===== config.mk =====
export PLATFORM = sky130hd
export DESIGN_NAME = i2c_allcall_target
export DESIGN_NICKNAME = d
export VERILOG_FILES = /design/src/rtl/i2c_allcall_target.sv
export SDC_FILE = /design/constraint.sdc
export NUM_CORES = 1
export LEC_CHECK = 0
export ABC_AREA = 1
export BUFFER_PORTS_ARGS = -buffer_cell sky130_fd_sc_hd__buf_2
export CAP_MARGIN = 25
export CORE_AREA = 2 2 78 80
export DETAILED_ROUTE_END_ITERATION = 8
export DIE_AREA = 0 0 80 82
export SYNTH_ARGS = -nofsm -noshare
export SYNTH_HDL_FRONTEND = slang
export SYNTH_SLANG_ARGS = --single-unit

===== constraint.sdc =====
create_clock -name clk -period 2.49 [get_ports clk]
set_clock_uncertainty 0.05 [all_clocks]
set_input_delay 0 -clock clk [delete_from_list [all_inputs] [get_ports clk]]
set_output_delay 0 -clock clk [all_outputs]
set_load 0.02 [all_outputs]

===== src/rtl/i2c_allcall_target.sv =====
module i2c_allcall_target #(
  parameter int         PTR_W     = 3,
  parameter logic [6:0] ADDR_SEL0 = 7'h20,
  parameter logic [6:0] ADDR_SEL1 = 7'h21,
  parameter logic [6:0] ADDR_ALL  = 7'h68
) (
  input  logic             clk,
  input  logic             rst_n,
  input  logic             scl_i,
  input  logic             sda_i,
  input  logic             addr_sel,
  output logic             sda_oe,
  output logic [PTR_W-1:0] reg_ptr,
  output logic             wr_stb,
  output logic [7:0]       wr_data,
  output logic             rd_req,
  input  logic [7:0]       rd_data
);

  typedef enum logic [2:0] {S_IDLE, S_RX, S_ACK, S_TX, S_MACK} state_t;
  typedef enum logic [1:0] {K_ADDR, K_PTR, K_DATA} kind_t;

  logic [1:0] scl_sy, sda_sy;
  logic       scl_q, sda_q;
  state_t     st;
  kind_t      kind;
  logic [3:0] cnt;
  logic [7:0] sr, txbuf;
  logic       rd_mode, rd_take;

  wire scl_s    = scl_sy[1];
  wire sda_s    = sda_sy[1];
  wire scl_rise = scl_s & ~scl_q;
  wire scl_fall = ~scl_s & scl_q;
  wire start_c  = scl_s & scl_q & sda_q & ~sda_s;
  wire stop_c   = scl_s & scl_q & ~sda_q & sda_s;

  wire [6:0] own_addr = addr_sel ? ADDR_SEL1 : ADDR_SEL0;
  wire hit_own = (sr[7:1] == own_addr);
  wire hit_all = (sr[7:1] == ADDR_ALL) && !sr[0];

  assign wr_data = sr;

  always_ff @(posedge clk or negedge rst_n) begin
    if (!rst_n) begin
      scl_sy  <= 2'b11;
      sda_sy  <= 2'b11;
      scl_q   <= 1'b1;
      sda_q   <= 1'b1;
      st      <= S_IDLE;
      kind    <= K_ADDR;
      cnt     <= '0;
      sr      <= '0;
      txbuf   <= '0;
      rd_mode <= 1'b0;
      rd_take <= 1'b0;
      sda_oe  <= 1'b0;
      reg_ptr <= '0;
      wr_stb  <= 1'b0;
      rd_req  <= 1'b0;
    end else begin
      scl_sy  <= {scl_sy[0], scl_i};
      sda_sy  <= {sda_sy[0], sda_i};
      scl_q   <= scl_s;
      sda_q   <= sda_s;
      wr_stb  <= 1'b0;
      rd_req  <= 1'b0;
      rd_take <= rd_req;
      if (rd_take) txbuf <= rd_data;

      if (start_c) begin
        st     <= S_RX;
        kind   <= K_ADDR;
        cnt    <= '0;
        sda_oe <= 1'b0;
      end else if (stop_c) begin
        st     <= S_IDLE;
        sda_oe <= 1'b0;
      end else begin
        case (st)
          S_RX: begin
            if (scl_rise && cnt != 4'd8) begin
              sr  <= {sr[6:0], sda_s};
              cnt <= cnt + 4'd1;
            end else if (scl_fall && cnt == 4'd8) begin
              st     <= S_ACK;
              sda_oe <= 1'b1;
              case (kind)
                K_ADDR: begin
                  if (hit_own || hit_all) begin
                    rd_mode <= sr[0];
                    rd_req  <= sr[0];
                  end else begin
                    st     <= S_IDLE;
                    sda_oe <= 1'b0;
                  end
                end
                K_PTR:   reg_ptr <= sr[PTR_W-1:0];
                default: wr_stb  <= 1'b1;
              endcase
            end
          end
          S_ACK: begin
            if (scl_fall) begin
              if (rd_mode && kind == K_ADDR) begin
                st     <= S_TX;
                sda_oe <= ~txbuf[7];
                sr     <= {txbuf[6:0], 1'b1};
                cnt    <= 4'd1;
              end else begin
                st     <= S_RX;
                sda_oe <= 1'b0;
                cnt    <= '0;
                kind   <= (kind == K_ADDR) ? K_PTR : K_DATA;
                if (kind == K_DATA) reg_ptr <= reg_ptr + 1'b1;
              end
            end
          end
          S_TX: begin
            if (scl_fall) begin
              if (cnt == 4'd8) begin
                st      <= S_MACK;
                sda_oe  <= 1'b0;
                reg_ptr <= reg_ptr + 1'b1;
              end else begin
                sda_oe <= ~sr[7];
                sr     <= {sr[6:0], 1'b1};
                cnt    <= cnt + 4'd1;
              end
            end
          end
          S_MACK: begin
            if (scl_rise) begin
              if (sda_s) st <= S_IDLE;
              else       rd_req <= 1'b1;
            end else if (scl_fall) begin
              st     <= S_TX;
              sda_oe <= ~txbuf[7];
              sr     <= {txbuf[6:0], 1'b1};
              cnt    <= 4'd1;
            end
          end
          default: ;
        endcase
      end
    end
  end

endmodule



==> qor.json <==
{
  "outcome": {"value": "completed"},
  "holdCritPathClass": {"value": "input pin to flip-flop"},
  "synth_nets": {"value": 320},
  "synth_enable_flop_cells": {"value": 0},
  "power.total": {"value": 3.250, "unit": "mW"},
  "critPathLaunchType": {"value": "flip-flop"},
  "timing.fmax": {"value": 481.4, "unit": "MHz"},
  "wl_met2": {"value": 2337, "unit": "um"},
  "worst-path-max-fanout": {"value": 11},
  "rsz0062_at_grt": {"value": "false"},
  "tcrit_tclk_final": {"value": 83.43, "unit": "%"},
  "ctsResizeCount": {"value": 0},
  "share_of_async_settable_or_async_resettable_flops_after_synthesis": {"value": 100.0, "unit": "%"},
  "grt-ovfl-total": {"value": 0},
  "wl_met1": {"value": 2510, "unit": "um"},
  "max-slew-margin-rel": {"value": 42.74, "unit": "%"},
  "initial_core_utilization": {"value": 38.76, "unit": "%"},
  "detailed_place_hpwl": {"value": 3764, "unit": "um"},
  "number_of_rows_created_at_floorplan": {"value": 28},
  "swShare": {"value": 47.80, "unit": "%"},
  "synth.avg_cell_area": {"value": 7.399, "unit": "um2"},
  "p_switching": {"value": 1.553, "unit": "mW"},
  "placement.io_buffers": {"value": 26},
  "gpl.final_weighted_congestion": {"value": 0.8969},
  "first_iter_violations": {"value": 112},
  "synth_top_area_share": {"value": 37.08, "unit": "%"},
  "clock_tree_from_tritoncts": {"value": "built"},
  "worst_path_largest_cell_delay": {"value": 0.57, "unit": "ns"},
  "critical_path_arrival": {"value": 2.26, "unit": "ns"},
  "post-synth-top-area-cell": {"value": "sky130_fd_sc_hd__dfrtp_1"},
  "route.met3.wl": {"value": 215, "unit": "um"},
  "hold_violations": {"value": 0},
  "power.density_cell_area": {"value": 1220, "unit": "nW/um2"},
  "clockBufferDepth": {"value": 2},
  "post_synth_instance_area": {"value": 2227, "unit": "um2"},
  "detail_route.first_pass.iterations": {"value": 4},
  "route.top_layer_used": {"value": "met4"},
  "area_enclosed_by_the_die_boundary": {"value": 6560, "unit": "um2"},
  "vias_per_cell": {"value": 4.754},
  "finalWirelength": {"value": 5151, "unit": "um"},
  "critical_path_class": {"value": "flip-flop to flip-flop"},
  "clkSinkCount": {"value": 39},
  "area_growth_from_synthesis_to_layout": {"value": 19.55, "unit": "%"},
  "max-vdd-ir-drop": {"value": 0.4600, "unit": "mV"},
  "finalCriticalPeriod": {"value": 2.077, "unit": "ns"},
  "post_cts_hold_buffer_count": {"value": 11},
  "worst_hold_path_cell_count": {"value": 8},
  "setup-violations-final": {"value": 0},
  "maxCapViolations": {"value": 0},
  "floorplan.die.width": {"value": 80, "unit": "um"},
  "via_count_of_the_first_global_routing_pass": {"value": 1844},
  "synth_cell_type_count": {"value": 28},
  "combPwrFrac": {"value": 51.3, "unit": "%"},
  "global_route.usage.total": {"value": 17.84, "unit": "%"},
  "ys_seq_area_share": {"value": 44.16, "unit": "%"},
  "number_of_antenna_violations_at_the_first_check_in_global_routing": {"value": 0},
  "clockPowerShare": {"value": 16.5, "unit": "%"},
  "route.detailed.drc": {"value": 0},
  "nets": {"value": 362},
  "dominantRegCellSynth": {"value": "sky130_fd_sc_hd__dfrtp_1"},
  "root_buffer": {"value": "sky130_fd_sc_hd__clkbuf_8"},
  "antenna_cells_inserted": {"value": 0},
  "synth_most_common_cell": {"value": "sky130_fd_sc_hd__nand2_1"},
  "endpoint_class_of_the_critical_path": {"value": "flip-flop"},
  "detailroute.via_count": {"value": 1992},
  "critPathSlowestCell": {"value": "sky130_fd_sc_hd__nor2_1"},
  "ys_seq_elements": {"value": 39},
  "required": {"value": 2.67, "unit": "ns"},
  "power.internal": {"value": 1.696, "unit": "mW"},
  "clk_pin_slew_worst_paths": {"value": 0.08, "unit": "ns"},
  "post_synth_most_frequent_cells": {"value": "97 x sky130_fd_sc_hd__nand2_1, 33 x sky130_fd_sc_hd__dfrtp_1, 31 x sky130_fd_sc_hd__inv_1, 31 x sky130_fd_sc_hd__nand3_1, 30 x sky130_fd_sc_hd__nor2_1"},
  "synth_warn": {"value": 0},
  "largest_net_degree_at_the_start_of_global_routing": {"value": 40},
  "first_pass_grt_wire_length": {"value": 8942, "unit": "um"},
  "netlist_instances": {"value": 301},
  "finalSetupTns": {"value": 0, "unit": "ns"},
  "h_tree_level_count": {"value": 2},
  "antenna_violating_nets_post_route": {"value": 0},
  "cts-buffers-inserted": {"value": 5},
  "finalMaxSlewViolations": {"value": 0},
  "rr_worst_depth": {"value": 8},
  "power.share.sequential": {"value": 32.2, "unit": "%"},
  "ios": {"value": 27},
  "die_height": {"value": 82, "unit": "um"},
  "route.detailed.wl_per_inst": {"value": 12.29, "unit": "um"},
  "clk_latency": {"value": 0.29, "unit": "ns"},
  "timing.critical_path.cells": {"value": "inv_2 -> nand2_2 -> nor2_2 -> nor2_1 -> inv_1 -> o21ai_0 -> nand3_1 -> nand2_1"},
  "worst-slew-pin-transition": {"value": 0.8589, "unit": "ns"},
  "post_route_cells_drive_above_1_share": {"value": 18.60, "unit": "%"},
  "post-cts-setup-buffers": {"value": 0},
  "cellLeakagePower": {"value": 1.405, "unit": "nW"},
  "core_region_area": {"value": 5746, "unit": "um2"},
  "post_synth_main_area_contributors": {"value": "sky130_fd_sc_hd__dfrtp_1 37%, sky130_fd_sc_hd__nand2_1 16%, sky130_fd_sc_hd__dfstp_2 7.1%"}
}
metrics by stage:
step / hold slack, ns / instance area [um2] / setup slack, ns / instances / utilization (%)
6_report: 0.2421 / 2663 / 0.4127 / 419 / 46.34
5_1_grt: 0.2882 / 2663 / 0.1650 / 419 / 46.34
4_1_cts: 0.2390 / 2663 / 0.4339 / 419 / 46.34
3_5_place_dp: 0.05918 / 2440 / 0.4670 / 400 / 42.47
3_3_place_gp: 0.05789 / 2440 / 0.5408 / 400 / 42.47
2_1_floorplan: -0.3456 / 2227 / 0.8075 / 301 / -
kinds of logic (layout without fill, tap and decap cells):
group	Yosys count	count (layout)	synth area share, %
flops	39	39	44.16
simple gates	178	178	35.06
buf+inv	37	80	6.404
compound gates	36	36	8.708
mux	3	3	1.517
xor+xnor	2	2	0.7867
fa+ha+maj	6	6	3.371
area by class of cell:
type                       instances  area (um2)
sequential                        39       983.4
multi-input combinational        225        1101
fill                             598        3083
inverter                          35       131.4
timing repair buffer              37       240.2
clock inverter                     3       43.79
tap                               75       93.84
clock buffer                       5       68.82
registers in the layout, indices dropped and copies added, names as in the netlist:
register and count:
wr_stb 1, scl_q 1, txbuf 8, rd_take 1, sda_sy 2, st 3, rd_mode 1, cnt 4
scl_sy 2, rd_req 1, reg_ptr 3, wr_data 8, kind 2, sda_q 1, sda_oe 1
worst max-delay path, delay by kind of cell, from the launching register on:
kind | cells | cell delay, ns
simple gates | 5 | 0.97
buf+inv | 2 | 0.32
flops | 1 | 0.46
compound gates | 1 | 0.21
final timing paths:
check,slack [ns],start,endpoint
hold / removal,0.24,addr_sel,rd_req
setup / recovery,0.41,st[2],wr_data[2]
setup reg to reg,0.41,st[2],wr_data[2]
min in group asynchronous,0.29,rst_n,txbuf[5]
max in group asynchronous,1.54,rst_n,rd_mode
hold reg to reg,0.31,sda_sy[0],sda_sy[1]
cells in the final DEF, fill, tap and decap left out:
| cell type | count |
|---|---|
| sky130_fd_sc_hd__inv_2 | 4 |
| sky130_fd_sc_hd__o21ai_1 | 2 |
| sky130_fd_sc_hd__bufinv_16 | 1 |
| sky130_fd_sc_hd__nand2_4 | 1 |
| sky130_fd_sc_hd__nand3_2 | 2 |
| sky130_fd_sc_hd__o21ai_2 | 1 |
| sky130_fd_sc_hd__dlygate4sd3_1 | 11 |
| sky130_fd_sc_hd__ha_1 | 6 |
| sky130_fd_sc_hd__nand4_1 | 1 |
| sky130_fd_sc_hd__or2_2 | 1 |
| sky130_fd_sc_hd__o21ai_0 | 25 |
| sky130_fd_sc_hd__xnor2_1 | 1 |
| sky130_fd_sc_hd__nor3_1 | 3 |
| sky130_fd_sc_hd__nor2_1 | 30 |
| sky130_fd_sc_hd__o31ai_1 | 2 |
| sky130_fd_sc_hd__nand2_1 | 97 |
| sky130_fd_sc_hd__a21oi_1 | 4 |
| sky130_fd_sc_hd__nor2_4 | 3 |
| sky130_fd_sc_hd__o211ai_1 | 1 |
| sky130_fd_sc_hd__mux2_2 | 3 |
| sky130_fd_sc_hd__dfrtp_1 | 33 |
| sky130_fd_sc_hd__clkbuf_8 | 5 |
| sky130_fd_sc_hd__clkinv_2 | 1 |
| sky130_fd_sc_hd__nor2_2 | 6 |
| sky130_fd_sc_hd__xor2_1 | 1 |
| sky130_fd_sc_hd__inv_1 | 31 |
| sky130_fd_sc_hd__nand2_2 | 3 |
| sky130_fd_sc_hd__buf_2 | 26 |
| sky130_fd_sc_hd__o21a_1 | 1 |
| sky130_fd_sc_hd__nand3_1 | 31 |
| sky130_fd_sc_hd__dfstp_2 | 6 |
| sky130_fd_sc_hd__clkinv_4 | 1 |
power groups by stage:
stage	combinational (mW)	clock (mW)	sequential, mW
floorplan	1.18	0	1.11
global placement	1.64	0	1.06
detailed placement	1.65	0	1.06
CTS	1.67	0.548	1.05
global route	1.91	0.575	1.08
finish	1.67	0.536	1.05
per-layer routing:
metal / vias up / track usage, %
li1: 1040 / -
met1: 890 / 24.53
met2: 54 / 27.75
met3: 8 / 4.835
met4: 0 / 4.915
met5: - / 0
Note: power is estimated with default switching activity, not from simulation.
